### config.mk
export PLATFORM = sky130hd
export DESIGN_NAME = fracn_sdm
export DESIGN_NICKNAME = d
export VERILOG_FILES = /design/src/rtl/fracn_sdm_pkg.sv /design/src/rtl/fracn_sdm_stage.sv /design/src/rtl/fracn_sdm_lfsr.sv /design/src/rtl/fracn_sdm_comb.sv /design/src/rtl/fracn_sdm.sv
export SDC_FILE = /design/constraint.sdc
export NUM_CORES = 1
export LEC_CHECK = 0
export BUFFER_PORTS_ARGS = -buffer_cell sky130_fd_sc_hd__buf_2
export CORE_ASPECT_RATIO = 2
export CORE_UTILIZATION = 50
export CTS_BUF_LIST = sky130_fd_sc_hd__clkbuf_8 sky130_fd_sc_hd__clkbuf_16
export DETAILED_ROUTE_END_ITERATION = 16
export PLACE_DENSITY = 0.76
export SLEW_MARGIN = 40
export SYNTH_ARGS = -nofsm -noshare
export SYNTH_HDL_FRONTEND = slang
export SYNTH_SLANG_ARGS = --single-unit
### constraint.sdc
create_clock -name clk -period 3.1 [get_ports clk]
set_input_delay 0.62 -clock clk [delete_from_list [all_inputs] [get_ports clk]]
set_output_delay 0.62 -clock clk [all_outputs]
set_load 0.1 [all_outputs]
### src/rtl/fracn_sdm_pkg.sv
package fracn_sdm_pkg;
  localparam int unsigned LFSR_W    = 23;
  localparam int unsigned LFSR_TAP  = 18;
  localparam logic [LFSR_W-1:0] LFSR_SEED = 23'h02A5A5;
  localparam int unsigned STAGES    = 3;
  localparam int unsigned OFS_W     = 4;
  typedef logic signed [OFS_W-1:0] mash_ofs_t;
endpackage

### src/rtl/fracn_sdm_stage.sv
module fracn_sdm_stage #(
  parameter int unsigned W = 12
) (
  input  logic [W-1:0] acc_q,
  input  logic [W-1:0] addend,
  input  logic         cin,
  input  logic [W-1:0] modulus,
  output logic [W-1:0] acc_nx,
  output logic         carry
);
  logic [W:0] sum_w;
  logic [W:0] wrap_w;

  always_comb begin
    sum_w  = {1'b0, acc_q} + {1'b0, addend} + {{W{1'b0}}, cin};
    carry  = (sum_w >= {1'b0, modulus});
    wrap_w = sum_w - {1'b0, modulus};
    acc_nx = carry ? wrap_w[W-1:0] : sum_w[W-1:0];
  end
endmodule

### src/rtl/fracn_sdm_lfsr.sv
module fracn_sdm_lfsr
  import fracn_sdm_pkg::*;
(
  input  logic clk,
  input  logic rst_n,
  input  logic reseed,
  input  logic en,
  output logic bit_o
);
  logic [LFSR_W-1:0] q, d;

  always_comb begin
    d = q;
    if (reseed)  d = LFSR_SEED;
    else if (en) d = {q[LFSR_W-2:0], q[LFSR_W-1] ^ q[LFSR_TAP-1]};
  end

  always_ff @(posedge clk or negedge rst_n) begin
    if (!rst_n) q <= LFSR_SEED;
    else        q <= d;
  end

  assign bit_o = q[LFSR_W-1];
endmodule

### src/rtl/fracn_sdm_comb.sv
module fracn_sdm_comb
  import fracn_sdm_pkg::*;
(
  input  logic                    clk,
  input  logic                    rst_n,
  input  logic                    clr,
  input  logic                    en,
  input  logic [STAGES-1:0]       carry,
  output mash_ofs_t               ofs
);
  logic c2_d, c3_d, c3_dd;
  logic c2_dn, c3_dn, c3_ddn;

  always_comb begin
    c2_dn  = c2_d;
    c3_dn  = c3_d;
    c3_ddn = c3_dd;
    if (clr) begin
      c2_dn  = 1'b0;
      c3_dn  = 1'b0;
      c3_ddn = 1'b0;
    end else if (en) begin
      c2_dn  = carry[1];
      c3_dn  = carry[2];
      c3_ddn = c3_d;
    end
  end

  always_ff @(posedge clk or negedge rst_n) begin
    if (!rst_n) begin
      c2_d  <= 1'b0;
      c3_d  <= 1'b0;
      c3_dd <= 1'b0;
    end else begin
      c2_d  <= c2_dn;
      c3_d  <= c3_dn;
      c3_dd <= c3_ddn;
    end
  end

  always_comb begin
    ofs = $signed({3'b000, carry[0]})
        + $signed({3'b000, carry[1]}) - $signed({3'b000, c2_d})
        + $signed({3'b000, carry[2]}) - $signed({2'b00, c3_d, 1'b0})
        + $signed({3'b000, c3_dd});
  end
endmodule

### src/rtl/fracn_sdm.sv
module fracn_sdm
  import fracn_sdm_pkg::*;
#(
  parameter int unsigned MOD_W = 12,
  parameter int unsigned INT_W = 8
) (
  input  logic             clk,
  input  logic             rst_n,
  input  logic             load,
  input  logic [INT_W-1:0] int_word,
  input  logic [MOD_W-1:0] frac,
  input  logic [MOD_W-1:0] modulus,
  input  logic [MOD_W-1:0] phase,
  input  logic             dither_en,
  output logic [INT_W:0]   n_out
);
  localparam int unsigned OUT_W = INT_W + 1;
  localparam int unsigned SUM_W = OUT_W + 2;

  // reset release synchronizer
  logic [1:0] rs_q;
  logic       rst_q_n;
  always_ff @(posedge clk or negedge rst_n) begin
    if (!rst_n) rs_q <= 2'b00;
    else        rs_q <= {rs_q[0], 1'b1};
  end
  assign rst_q_n = rs_q[1];

  // captured configuration
  logic [INT_W-1:0] int_q, int_d;
  logic [MOD_W-1:0] frac_q, frac_d, mod_q, mod_d;
  logic             dith_q, dith_d;
  logic             run_q, run_d;
  logic             adv;
  logic [MOD_W-1:0] seed;

  assign adv  = run_q & ~load;
  assign seed = (modulus == '0) ? '0 : (phase % modulus);

  always_comb begin
    int_d  = int_q;
    frac_d = frac_q;
    mod_d  = mod_q;
    dith_d = dith_q;
    run_d  = run_q;
    if (load) begin
      int_d  = int_word;
      frac_d = frac;
      mod_d  = modulus;
      dith_d = dither_en;
      run_d  = 1'b1;
    end
  end

  always_ff @(posedge clk or negedge rst_q_n) begin
    if (!rst_q_n) begin
      int_q  <= '0;
      frac_q <= '0;
      mod_q  <= '0;
      dith_q <= 1'b0;
      run_q  <= 1'b0;
    end else begin
      int_q  <= int_d;
      frac_q <= frac_d;
      mod_q  <= mod_d;
      dith_q <= dith_d;
      run_q  <= run_d;
    end
  end

  // dither source
  logic lfsr_bit, dith_bit;
  fracn_sdm_lfsr u_lfsr (
    .clk    (clk),
    .rst_n  (rst_q_n),
    .reseed (load),
    .en     (adv),
    .bit_o  (lfsr_bit)
  );
  assign dith_bit = lfsr_bit & dith_q;

  // accumulator cascade
  logic [MOD_W-1:0]  acc_q [STAGES];
  logic [MOD_W-1:0]  acc_d [STAGES];
  logic [STAGES-1:0] carry;

  for (genvar i = 0; i < STAGES; i++) begin : g_stage
    logic [MOD_W-1:0] addend;
    logic [MOD_W-1:0] nx;
    logic             cin;
    logic             cy;
    if (i == 0) begin : g_first
      assign addend = frac_q;
      assign cin    = dith_bit;
      assign acc_d[i] = load ? seed : (adv ? nx : acc_q[i]);
    end else begin : g_next
      assign addend = g_stage[i-1].nx;
      assign cin    = 1'b0;
      assign acc_d[i] = load ? '0 : (adv ? nx : acc_q[i]);
    end
    fracn_sdm_stage #(.W(MOD_W)) u_stage (
      .acc_q   (acc_q[i]),
      .addend  (addend),
      .cin     (cin),
      .modulus (mod_q),
      .acc_nx  (nx),
      .carry   (cy)
    );
    assign carry[i] = cy;
  end

  always_ff @(posedge clk or negedge rst_q_n) begin
    if (!rst_q_n) begin
      for (int k = 0; k < STAGES; k++) acc_q[k] <= '0;
    end else begin
      for (int k = 0; k < STAGES; k++) acc_q[k] <= acc_d[k];
    end
  end

  // noise-shaping combiner
  mash_ofs_t ofs;
  fracn_sdm_comb u_comb (
    .clk   (clk),
    .rst_n (rst_q_n),
    .clr   (load),
    .en    (adv),
    .carry (carry),
    .ofs   (ofs)
  );

  // output register
  logic signed [SUM_W-1:0] sum_w;
  logic [OUT_W-1:0]        n_d, n_q;

  always_comb begin
    sum_w = $signed({3'b000, int_q}) + $signed({{(SUM_W-OFS_W){ofs[OFS_W-1]}}, ofs});
    n_d   = n_q;
    if (load)     n_d = {1'b0, int_word};
    else if (adv) n_d = sum_w[OUT_W-1:0];
  end

  always_ff @(posedge clk or negedge rst_q_n) begin
    if (!rst_q_n) n_q <= '0;
    else          n_q <= n_d;
  end

  assign n_out = n_q;
endmodule

==> flow_summary.json, run 1 <==
{
  "worst-endpoint-pin-kind": "register data pin",
  "place_inst": 2325,
  "grt_max_degree": 69,
  "synth_edf_count": 0,
  "mappedNetlistArea_um2": 12300,
  "ys_seq_elements": 107,
  "io_pins": 57,
  "synthesis.nets": 1709,
  "syn_inst": 1488,
  "yosysUniqueCellTypes": 84,
  "lastStage": "global routing (5_1_grt)",
  "gp_congestion": 0.971,
  "port_buffers": 56,
  "htreeDepth": 3,
  "cts_root_buffer": "clkbuf_16",
  "gr-total-overflow": 79,
  "dp_hpwl_mm": 36.9,
  "grt_usage": 0.635,
  "outcome": "aborted with a tool error",
  "start_util": 0.512,
  "die_w_um": 113,
  "fp.dieH_um": 223,
  "numCtsBuffers": 9,
  "cts_buffer_depth": 2,
  "ys_seq_area_frac": 0.219,
  "clkSinkCount": 107,
  "ys.flop_type": "dfrtp_1",
  "error": "[ERROR GRT-0232] Routing congestion too high. Check the congestion heatmap in the GUI.",
  "rows": 80,
  "synthArstFlopShare": 1.00,
  "synth_area_per_cell_um2": 8.23,
  "yosysWarnings": 0,
  "postGrtWorstEndpoint": "acc_q[33]$_DFFE_PN0P_/D"
}
## what timing repair did
action,CTS
gates cloned,1
pin swaps,133
hold buffers,0
resized for setup,213
setup endpoints to repair,47
setup buffers,88
## logic make-up after synthesis
group / count (synthesis) / share of synthesized area
flip-flops: 107 / 0.219
adder cells (fa/ha/maj): 173 / 0.183
buffers and inverters: 142 / 0.0448
AND/OR/NAND/NOR: 480 / 0.189
other: 1 / 0.000306
multiplexers: 74 / 0.0649
AO/OA/AOI/OAI: 418 / 0.232
XOR/XNOR: 93 / 0.0665
## Yosys cell counts (all sizes together), types with 5 or more instances
library cell,number,area share
o211ai,23,0.015
o21ai,94,0.038
inv,97,0.030
mux2i,34,0.028
a22oi,5,0.0031
o41ai,5,0.0051
or4,6,0.0040
ha,162,0.17
o221ai,6,0.0043
nand2,100,0.031
a211o,16,0.011
and3,11,0.0056
a31oi,16,0.0082
a21oi,83,0.034
and2,10,0.0051
xnor2,69,0.049
clkbuf,36,0.011
o21a,44,0.027
dfrtp,98,0.20
fa,11,0.018
dfstp,9,0.019
o21bai,9,0.0055
o31ai,12,0.0074
xor2,24,0.017
nand2b,16,0.0082
nand4,13,0.0066
a21boi,9,0.0055
nand3,31,0.013
nor2b,30,0.015
o311ai,8,0.0057
nor4,8,0.0051
nor2,156,0.048
a21o,30,0.018
or3,22,0.011
buf,9,0.0041
a211oi,15,0.0096
or2,8,0.0041
mux2,40,0.037
nand3b,5,0.0031
nor3,55,0.023
o31a,5,0.0036
## through the flow
step / setup WS, ns / area [um^2] / setup TNS (ns) / hold WS [ns]
after floorplan: -13.37 / 13000 / -375.65 / 0.324
after global placement: -14.04 / 17500 / -404.33 / 0.315
after detailed placement: -14.67 / 17500 / -422.41 / 0.319
after CTS: -13.04 / 19400 / -389.39 / 0.00969
## routing by layer
metal	GRT overflow	track usage
met1	1	0.581
met4	27	0.707
met3	3	0.414
met2	48	0.881
met5	0	0.0788
==> inputs of run 2 (changes only) <==
CORE_ASPECT_RATIO = unset   (was 2)
CORE_UTILIZATION = 35   (was 50)
CTS_BUF_LIST = unset   (was sky130_fd_sc_hd__clkbuf_8 sky130_fd_sc_hd__clkbuf_16)
PLACE_DENSITY = unset   (was 0.76)
PLACE_DENSITY_LB_ADDON = 0.15   (was unset)
clock period = 4.05 ns   (was 3.1 ns; I/O delays follow)
==> run 2 against run 1 <==
Net effect: the flow now finishes, with violations (setup timing); synthesized area stayed put; synthesized cell count stayed put.
==> flow_summary.json, run 2 <==
{
  "cts_root_buffer": "clkbuf_16",
  "yosysTopAreaCell": "dfrtp_1",
  "yosysWarnings": 0,
  "grt_pass1_wl_mm": 67.4,
  "io_pins": 57,
  "startpoint_type": "input port",
  "postCtsHoldBufs": 0,
  "gr-total-overflow": 0,
  "synth_area_per_cell_um2": 8.23,
  "worstMarginPinSlew_ns": 0.839,
  "ys_seq_area_frac": 0.219,
  "remaining_drc_errors": 0,
  "ys_seq_elements": 107,
  "port_buffers": 56,
  "slowest_delay_ns": 0.55,
  "finalWirelength_mm": 42.0,
  "yosysUniqueCellTypes": 84,
  "cts_buffer_depth": 2,
  "synth_commonest_cells": "ha_1, nor2_1, nand2_1",
  "timing.final.ws_setup_ns": -12.66,
  "grt_max_degree": 60,
  "drtPass1Iterations": 7,
  "path_class": "input port to register",
  "yosys.area.top_type_share": 0.200,
  "min_period_ns": 16.71,
  "setup_viol": 47,
  "hold_viol": 0,
  "r2r_start": "dith_q",
  "cp-startpoint": "modulus[11]",
  "insertedDiodeCount": 0,
  "fp.dieH_um": 189,
  "max_freq_mhz": 59.8,
  "outcome": "finished with violations",
  "final_cell_mix": "buf_4, nor2_1, ha_1, dfrtp_1, nand2_1",
  "critPathSlowestCell": "or4_4",
  "placed_area_um2": 17500,
  "path_clk_slew_ns": 0.08,
  "dr.first_iter.drc_count": 514,
  "core_um2": 34500,
  "via_count": 13400,
  "cts_tree": "built",
  "grt_pass1_vias": 13700,
  "htreeDepth": 3,
  "routedWlPerCell_um": 16.2,
  "syn_inst": 1488,
  "post-route-period-util": 4.13,
  "slew_violations": 0,
  "synth_edf_count": 0,
  "mappedNetlistArea_um2": 12300,
  "violations": "setup timing",
  "r2r_cells": 70,
  "rsz0062_at_grt": "yes",
  "rrSetupSlack_ns": -8.25,
  "start_util": 0.356,
  "r2r-end": "n_out[7]",
  "via_per_inst": 5.15,
  "grt_usage": 0.233,
  "cp_max_fo": 6,
  "cap_violations": 0,
  "synthesis.nets": 1709,
  "path_depth": 81,
  "yosysMostFrequentCell": "ha_1",
  "clock_skew_ns": 0.00837,
  "ant_nets": 0,
  "cp-end-kind": "register",
  "maxSlewHeadroom": 0.441,
  "largest_reg_flops": 36,
  "gp_congestion": 0.915,
  "clkSinkCount": 107,
  "rows": 68,
  "dieArea_um2": 35800,
  "clk_latency_ns": 0.37,
  "layout_commonest_cell": "buf_4",
  "antenna_found_initial": 1,
  "holdCritPathClass": "input port to async pin",
  "numCtsBuffers": 9,
  "top_regs": "acc_q: 36 flops, u_lfsr.q: 23 flops",
  "synthArstFlopShare": 1.00,
  "crit_required_ns": 4.29,
  "critical_path.top_delay_family": "compound AO/OA/AOI/OAI gates",
  "final_nets": 2353,
  "synth.area.top_cells": "dfrtp_1, ha_1, xnor2_1, nor2_1, o21ai_0",
  "dp_hpwl_mm": 32.4,
  "top_register": "acc_q",
  "cp.buffers_inverters": 10,
  "final_area_um2": 20000,
  "critical_path.most_common_cell": "ha_4",
  "arrival_ns": 16.95,
  "nFillCells": 3086,
  "syn_to_final_growth_pct": 63.0,
  "die_w_um": 189,
  "post-place-ws_ns": -13.58,
  "ys.flop_type": "dfrtp_1",
  "layout-drive-gt1-share": 0.478,
  "cp-endpoint": "acc_q[33]"
}
==> run 2: cell counts after synthesis <==
No cell type changed its count.
==> run 2: per-layer routing <==
layer,global-route usage,part of all wire,up-vias
met5,0,0.00031,-
met4,0.0810,0.030,2
met3,0.0234,0.021,71
met2,0.424,0.50,157
met1,0.285,0.44,6385
li1,-,-,6742
==> run 2: timing repair <==
item,CTS,global route
resized for setup,163,120
setup endpoints to repair,47,47
setup buffers,61,47
pin swaps,122,113
gates cloned,1,1
==> run 2: how the worst min path moves through the flow <==
stage / start / end / slack, ns / cells past startpoint
floorplan: rs_q[0] / rs_q[1] / 0.33 / 0
global placement: rs_q[0] / rs_q[1] / 0.34 / 0
detailed placement: rs_q[0] / rs_q[1] / 0.35 / 0
CTS: rst_n / rs_q[0] / 0.20 / 1
global route: rst_n / rs_q[0] / 0.19 / 1
finish: rst_n / rs_q[0] / 0.21 / 1
==> run 2: kinds of logic after synthesis <==
kind of cell	Yosys count	synth area share
flops	107	0.219
simple gates	480	0.189
mux	74	0.0649
other cells	1	0.000306
fa+ha+maj	173	0.183
buf+inv	142	0.0448
xor+xnor	93	0.0665
compound gates	418	0.232
==> run 2: layout make-up <==
class / count / area (um^2) / area share
inverter: 97 / 367 / 0.0184
clock buffer: 10 / 229 / 0.0115
tap: 455 / 569 / 0.0285
sequential: 107 / 2690 / 0.135
multi-input combinational: 1240 / 10900 / 0.545
timing repair buffer: 677 / 5160 / 0.258
clock inverter: 6 / 61.3 / 0.00307
==> run 2: through the flow <==
| stage | instances | hold slack (ns) | TNS, ns | util |
|---|---|---|---|---|
| after global placement | 2479 | 0.342 | -358.22 | 0.509 |
| after global routing | 2592 | 0.195 | -373.17 | 0.579 |
| after floorplan | 1488 | 0.331 | -333.28 | - |
| after detailed placement | 2479 | 0.348 | -367.06 | 0.509 |
| after CTS | 2554 | 0.201 | -344.44 | 0.553 |
| final | 2592 | 0.208 | -348.00 | 0.579 |
Power of run 2 is not shown: default switching activity piles up to over one toggle a cycle in this logic, so the estimate is an artifact.
